==> src/rtl/lcd_regbank_pkg.sv <==
package lcd_regbank_pkg;

  localparam int NFLAG     = 3;
  localparam int FLG_FRAME = 0;
  localparam int FLG_PAL   = 1;
  localparam int FLG_SYNC  = 2;

  localparam int NREG    = 6;
  localparam int RG_CTRL = 0;
  localparam int RG_TIM0 = 1;
  localparam int RG_TIM1 = 2;
  localparam int RG_TIM2 = 3;
  localparam int RG_STAT = 4;
  localparam int RG_SUBP = 5;

  localparam int DIM_W = 10;
  localparam int AUX_W = 32 - DIM_W;

  localparam logic [31:0] CTRL_KEEP_MASK = 32'h01cf_f300;
  localparam logic [31:0] CTRL_READ_ONES = 32'hfe00_0c34;
  localparam logic [31:0] TIM0_READ_ONES = 32'h0000_000f;
  localparam logic [31:0] TIM2_READ_ONES = 32'hfc00_0000;
  localparam logic [31:0] SUBP_KEEP_MASK = 32'ha1ff_ffff;

  typedef struct packed {
    logic [1:0]  pal_mode;
    logic        tft;
    logic [1:0]  irq_en;
    logic        mono;
    logic        enable;
    logic [31:0] extra;
  } ctrl_t;

  function automatic ctrl_t ctrl_unpack(logic [31:0] w);
    ctrl_t c;
    c.enable   = w[0];
    c.mono     = w[1];
    c.irq_en   = w[4:3];
    c.tft      = w[7];
    c.pal_mode = w[21:20];
    c.extra    = w & CTRL_KEEP_MASK;
    return c;
  endfunction

  function automatic logic [31:0] ctrl_pack(ctrl_t c);
    logic [31:0] w;
    w = c.extra | CTRL_READ_ONES;
    w[0]     = w[0] | c.enable;
    w[1]     = w[1] | c.mono;
    w[4:3]   = w[4:3] | c.irq_en;
    w[7]     = w[7] | c.tft;
    w[21:20] = w[21:20] | c.pal_mode;
    w[23]    = w[23] | c.tft;
    return w;
  endfunction

  function automatic logic [31:0] tim_pack(logic [AUX_W-1:0] aux,
                                           logic [DIM_W-1:0] m1,
                                           logic [31:0] ones);
    return {aux, m1} | ones;
  endfunction

  function automatic logic [31:0] stat_pack(logic [NFLAG-1:0] f);
    logic [31:0] w;
    w    = '0;
    w[0] = f[FLG_FRAME];
    w[2] = f[FLG_SYNC];
    w[6] = f[FLG_PAL];
    return w;
  endfunction

  function automatic logic [DIM_W:0] span_of(logic [DIM_W-1:0] m1);
    return {1'b0, m1} + {{DIM_W{1'b0}}, 1'b1};
  endfunction

endpackage

==> src/rtl/lcd_bus_decode.sv <==
module lcd_bus_decode #(
  parameter int ADDR_W = 8,
  parameter int NREG   = 6
) (
  input  logic              valid,
  input  logic              write,
  input  logic [ADDR_W-1:0] addr,
  output logic [NREG-1:0]   wr_sel,
  output logic [NREG-1:0]   rd_sel,
  output logic              rd_stb,
  output logic              rd_hit
);
  localparam int IDX_W = ADDR_W - 2;

  logic aligned;
  assign aligned = (addr[1:0] == 2'b00);
  assign rd_stb  = valid & ~write;

  for (genvar i = 0; i < NREG; i++) begin : g_slot
    logic hit;
    assign hit       = aligned && (addr[ADDR_W-1:2] == IDX_W'(i));
    assign wr_sel[i] = valid & write & hit;
    assign rd_sel[i] = rd_stb & hit;
  end

  assign rd_hit = |rd_sel;
endmodule

==> src/rtl/lcd_event_flags.sv <==
module lcd_event_flags #(
  parameter int NSRC = 3
) (
  input  logic            clk,
  input  logic            rst_n,
  input  logic [NSRC-1:0] set_pulse,
  input  logic            clr,
  output logic [NSRC-1:0] flags
);
  for (genvar i = 0; i < NSRC; i++) begin : g_flag
    always_ff @(posedge clk) begin
      if (!rst_n)            flags[i] <= 1'b0;
      else if (set_pulse[i]) flags[i] <= 1'b1;
      else if (clr)          flags[i] <= 1'b0;
    end
  end
endmodule

==> src/rtl/lcd_irq_merge.sv <==
module lcd_irq_merge
  import lcd_regbank_pkg::*;
(
  input  logic [NFLAG-1:0] flags,
  input  logic [1:0]       irq_en,
  output logic             irq
);
  logic frame_req, pal_req;
  assign frame_req = flags[FLG_FRAME] & irq_en[0];
  assign pal_req   = flags[FLG_PAL]   & irq_en[1];
  assign irq       = frame_req | pal_req | flags[FLG_SYNC];
endmodule

==> src/rtl/lcd_regbank.sv <==
module lcd_regbank
  import lcd_regbank_pkg::*;
#(
  parameter int ADDR_W = 8
) (
  input  logic              clk,
  input  logic              rst_n,
  input  logic              bus_valid,
  input  logic              bus_write,
  input  logic [ADDR_W-1:0] bus_addr,
  input  logic [31:0]       bus_wdata,
  output logic [31:0]       bus_rdata,
  input  logic              frame_done_pulse,
  input  logic              palette_done_pulse,
  input  logic              sync_err_pulse,
  output logic              ctl_enable,
  output logic              ctl_mono,
  output logic [1:0]        ctl_irq_en,
  output logic              ctl_tft,
  output logic [1:0]        ctl_pal_mode,
  output logic [31:0]       ctl_extra,
  output logic [DIM_W:0]    panel_width,
  output logic [AUX_W-1:0]  timing0_aux,
  output logic [DIM_W:0]    panel_height,
  output logic [AUX_W-1:0]  timing1_aux,
  output logic [31:0]       timing2,
  output logic [31:0]       subpanel,
  output logic              st_frame_done,
  output logic              st_palette_done,
  output logic              st_sync_error,
  output logic              irq
);
  logic [NREG-1:0]  wr_sel, rd_sel;
  logic             rd_stb, rd_hit;
  logic [NFLAG-1:0] set_vec, flags;
  logic             flag_clr;

  ctrl_t            ctrl_q;
  logic [AUX_W-1:0] tim0_aux_q, tim1_aux_q;
  logic [DIM_W-1:0] w_m1_q, h_m1_q;
  logic [31:0]      tim2_q, subp_q, rdata_q, rd_word;

  lcd_bus_decode #(.ADDR_W(ADDR_W), .NREG(NREG)) u_dec (
    .valid  (bus_valid),
    .write  (bus_write),
    .addr   (bus_addr),
    .wr_sel (wr_sel),
    .rd_sel (rd_sel),
    .rd_stb (rd_stb),
    .rd_hit (rd_hit)
  );

  assign set_vec[FLG_FRAME] = frame_done_pulse;
  assign set_vec[FLG_PAL]   = palette_done_pulse;
  assign set_vec[FLG_SYNC]  = sync_err_pulse;
  assign flag_clr = wr_sel[RG_CTRL] & ~bus_wdata[0];

  lcd_event_flags #(.NSRC(NFLAG)) u_flags (
    .clk       (clk),
    .rst_n     (rst_n),
    .set_pulse (set_vec),
    .clr       (flag_clr),
    .flags     (flags)
  );

  lcd_irq_merge u_irq (
    .flags  (flags),
    .irq_en (ctrl_q.irq_en),
    .irq    (irq)
  );

  always_ff @(posedge clk) begin
    if (!rst_n) begin
      ctrl_q     <= '0;
      tim0_aux_q <= '0;
      w_m1_q     <= '0;
      tim1_aux_q <= '0;
      h_m1_q     <= '0;
      tim2_q     <= '0;
      subp_q     <= '0;
    end else begin
      if (wr_sel[RG_CTRL]) ctrl_q <= ctrl_unpack(bus_wdata);
      if (wr_sel[RG_TIM0]) {tim0_aux_q, w_m1_q} <= bus_wdata;
      if (wr_sel[RG_TIM1]) {tim1_aux_q, h_m1_q} <= bus_wdata;
      if (wr_sel[RG_TIM2]) tim2_q <= bus_wdata;
      if (wr_sel[RG_SUBP]) subp_q <= bus_wdata & SUBP_KEEP_MASK;
    end
  end

  always_comb begin
    rd_word = '0;
    if (rd_sel[RG_CTRL]) rd_word = ctrl_pack(ctrl_q);
    if (rd_sel[RG_TIM0]) rd_word = tim_pack(tim0_aux_q, w_m1_q, TIM0_READ_ONES);
    if (rd_sel[RG_TIM1]) rd_word = tim_pack(tim1_aux_q, h_m1_q, '0);
    if (rd_sel[RG_TIM2]) rd_word = tim2_q | TIM2_READ_ONES;
    if (rd_sel[RG_STAT]) rd_word = stat_pack(flags);
    if (rd_sel[RG_SUBP]) rd_word = subp_q;
  end

  always_ff @(posedge clk) begin
    if (!rst_n)      rdata_q <= '0;
    else if (rd_stb) rdata_q <= rd_word;
  end

  assign bus_rdata       = rdata_q;
  assign ctl_enable      = ctrl_q.enable;
  assign ctl_mono        = ctrl_q.mono;
  assign ctl_irq_en      = ctrl_q.irq_en;
  assign ctl_tft         = ctrl_q.tft;
  assign ctl_pal_mode    = ctrl_q.pal_mode;
  assign ctl_extra       = ctrl_q.extra;
  assign panel_width     = span_of(w_m1_q);
  assign timing0_aux     = tim0_aux_q;
  assign panel_height    = span_of(h_m1_q);
  assign timing1_aux     = tim1_aux_q;
  assign timing2         = tim2_q;
  assign subpanel        = subp_q;
  assign st_frame_done   = flags[FLG_FRAME];
  assign st_palette_done = flags[FLG_PAL];
  assign st_sync_error   = flags[FLG_SYNC];
endmodule

==> config.mk <==
export PLATFORM = sky130hd
export DESIGN_NAME = lcd_regbank
export DESIGN_NICKNAME = d
export VERILOG_FILES = /design/src/rtl/lcd_regbank_pkg.sv /design/src/rtl/lcd_bus_decode.sv /design/src/rtl/lcd_event_flags.sv /design/src/rtl/lcd_irq_merge.sv /design/src/rtl/lcd_regbank.sv
export SDC_FILE = /design/constraint.sdc
export NUM_CORES = 1
export LEC_CHECK = 0
export BUFFER_PORTS_ARGS = -buffer_cell sky130_fd_sc_hd__buf_2
export CORE_ASPECT_RATIO = 0.7
export CORE_MARGIN = 2
export CORE_UTILIZATION = 35
export DETAILED_ROUTE_END_ITERATION = 8
export SYNTH_ARGS = -nofsm -noshare
export SYNTH_HDL_FRONTEND = slang
export SYNTH_SLANG_ARGS = --single-unit
==> constraint.sdc <==
create_clock -name clk -period 1.7 [get_ports clk]
set_clock_uncertainty 0.2 [all_clocks]
set_input_delay 0.17 -clock clk [delete_from_list [all_inputs] [get_ports clk]]
set_output_delay 0.17 -clock clk [all_outputs]
set_load 0.02 [all_outputs]
==> flow_summary_export.csv <==
group,metric,value,unit
global_route,gr-total-overflow,0,
critical_path,crit_path_end_kind,"output pin",
floorplan,io_pins,252,
floorplan,row_count,44,
synth,yosysWarnings,0,
sta,hold_viol_final,0,
floorplan,start_util,36.13,%
clock_tree,cts_made_buffers,17,
power,power.share.clock,43.3,%
hold_path,min_path_type,"primary input to flop",
routing,routed_wl,27780,µm
sta,fin_ws,-0.2507,ns
layout,multiInputGateArea,3877,µm²
global_route,grt_max_degree,58,
placed_design,hpwl,19810,µm
layout,synthToLayoutAreaGrowth,41.32,%
routing,drt_first_pass_iters,5,
synth,synth_area_leaders,"dfxtp_1 47%, o21ai_0 8.5%, nand3_1 7.5%",
synth,synthTopCellsByCount,"178 x dfxtp_1, 128 x o21ai_0, 113 x nand3_1",
critical_path,path_cells,"and3_4 > and3_4 > nand3_4 > xnor2_2 > buf_4",
synth,ys.flop_type,"dfxtp_1",
layout,drive_gt1_share,36.62,%
synth,yosysSeqAreaShare,47.02,%
power,worst_ir_drop_vdd,654.5,µV
synth,synth_most_common_cell,"dfxtp_1",
outcome,run_status,"finished, violations left",
sta,setup_tns,-2.768,ns
critical_path,cp_slowest_cell,"dfxtp_2",
synth,synth_edf_count,0,
clock_tree,htree_num_levels,4,
sta,max_freq,0.5126,GHz
power,combinationalPowerShare,8.3,%
clock_tree,worstSkewPairLatency,0.43,ns
sta,finalSetupViolations,17,
clock_tree,clkSinkCount,178,
clock_tree,cts.clk_slew.worst_paths,0.07,ns
power,p_seq_share,48.5,%
clock_tree,cts_root_buf,"clkbuf_16",
placed_design,gp_congestion,0.8457,
global_route,grtUsageTotal,23.64,%
power,pwr_density_cell,816.6,nW/µm²
layout,utilization,51.06,%
power,leakagePower,4.665,nW
floorplan,coreArea,20980,µm²
flow_run,cap_violations,0,
routing,drc,0,
power,power,0.008746,W
synth,synthDistinctLibCells,45,
synth,synth_cells,859,
synth,synth_area,7579,µm²
layout,layout.cells.non_filler,1432,
critical_path,crit_top_cell,"and3_4",
critical_path,arrival,1.58,ns
placed_design,io_buffers,227,
clock_tree,clockBufferDepth,2,
global_route,grt_pass1_vias,7134,
routing,first_iter_violations,742,
critical_path,crit_fanout,2,
outcome,violations,"negative setup slack",
synth,async_flop_share,0,%
global_route,grt_pass1_wl,41880,µm
layout,regArea,3586,µm²
synth,synth_top_area_share,47.02,%
routing,drt-vias-per-instance,5.310,
power,p_sw_share,25.21,%
critical_path,crit_required,1.33,ns
routing,ant_nets,0,
global_route,antenna_found_initial,0,
power,p_int,0.006541,W
layout,nNetsFinal,1191,
synth,synth_area_leader_cell,"dfxtp_1",
sta,min_period_over_period,114.7,%
floorplan,die_w,179.9,µm
power,p_sw,0.002205,W
sta,hold_ws,0.04455,ns
synth,syn_area_per_cell,8.822,µm²
critical_path,max_stage_delay,0.34,ns
floorplan,die_area,22860,µm²
sta,rsz0062_at_grt,"true",
clock_tree,cts_tree,"built",
sta,period_needed,1.951,ns
routing,wire_per_inst,19.40,µm
layout,nFillCells,1996,
critical_path,critPathKind,"flop to output pin",
floorplan,die_h,127.1,µm
synth,ys_seq_elements,178,
sta,slew_viol_final,0,
critical_path,cp-start-kind,"flop",
placed_design,place_inst,1355,
routing,routed-via-count,7604,
## registers in the layout, summed over array words and instances, names as in the netlist, 3 cells and up
name           count
timing0_aux       22
bus_rdata         32
w_m1_q            10
timing2           32
timing1_aux       22
subpanel          27
h_m1_q            10
u_flags.flags      3
ctl_extra         13
## worst paths after layout
check	from	end	slack, ns	cells after the start
max	h_m1_q[4]	panel_height[8]	-0.25	5
min	bus_addr[6]	bus_rdata[2]	0.04	4
max reg2reg	h_m1_q[8]	bus_rdata[8]	0.15	3
min reg2reg	bus_rdata[25]	bus_rdata[25]	0.25	2
## kinds of logic (layout without fill, tap and decap cells)
family,Yosys count,in the layout,synth area share (%)
compound gates,230,230,18.99
xor+xnor,16,16,1.849
fa+ha+maj,2,2,0.3301
buf+inv,100,373,6.884
flops,178,178,47.02
mux,25,25,5.778
other cells,1,25,0.04948
simple gates,307,307,19.10
## metrics by stage
stage                     worst slack [ns]  area, µm²
after floorplan                    0.01884       7665
after global placement            -0.02227       9323
after detailed placement          -0.03523       9323
after CTS                          -0.2538      10520
after global routing               -0.3163      10710
final                              -0.2507      10710
## layout make-up
class	instances	share of cell area [%]
Antenna cell	1	0.02336
Clock buffer	20	4.171
Clock inverter	12	1.028
Inverter	4	0.1402
Multi-Input combinational cell	604	36.20
Sequential cell	178	33.48
Tap cell	276	3.224
Timing Repair Buffer	337	21.73
## critical path, delay by kind of cell (launching register included)
family                 cells  cell delay (ns)
flip-flops                 1             0.34
XOR/XNOR                   1             0.15
buffers and inverters      1             0.16
AND/OR/NAND/NOR            3             0.51
## cells in the final DEF, fill, tap and decap left out, drive strengths merged, types with 2 or more instances in the layout
cell | synthesis | final
nor2 | 49 | 49
dlymetal6s4s | 0 | 2
and2 | 2 | 2
a31o | 22 | 22
clkinv | 0 | 3
a221oi | 17 | 17
dfxtp | 178 | 178
inv | 4 | 5
o2111ai | 2 | 2
and3 | 6 | 6
mux2i | 10 | 10
o211ai | 4 | 4
xnor2 | 11 | 11
nor4 | 3 | 3
nor2b | 4 | 4
o21ai | 128 | 128
xor2 | 5 | 5
nand2 | 104 | 104
clkinvlp | 0 | 7
nand3 | 113 | 113
conb | 1 | 24
nand4 | 8 | 8
o221ai | 3 | 3
ha | 2 | 2
a21boi | 32 | 32
o22a | 4 | 4
clkbuf | 46 | 20
nor3 | 8 | 8
nand2b | 5 | 5
mux4 | 15 | 15
buf | 50 | 299
dlygate4sd3 | 0 | 36
a21oi | 15 | 15
## per-layer routing
layer  vias to the layer above  global-route usage, %  part of all wire, %
met5                         -                      0                    0
met4                         0                  5.165                 0.97
met3                        21                  5.644                  8.3
met2                       329                  35.09                   43
met1                      3664                  34.76                   48
li1                       3590                      -                    -
## power groups by stage
stage	Combinational [W]	Clock [W]	Sequential [W]
after floorplan	0.000364	0	0.00437
after global placement	0.000636	0	0.00433
after detailed placement	0.000639	0	0.00433
after CTS	0.000711	0.00385	0.00424
after global routing	0.000782	0.00402	0.00424
final	0.000725	0.00378	0.00424
## repair_timing
| item | in CTS | in global routing |
|---|---|---|
| resized for setup | 63 | 34 |
| setup buffers | 2 | 4 |
| hold buffers | 38 | 0 |
| endpoints found under the setup margin | 18 | 159 |
| endpoints found under the hold margin | 141 | 0 |
| pin swaps | 25 | 21 |
Note: power is estimated with default switching activity, not from simulation.
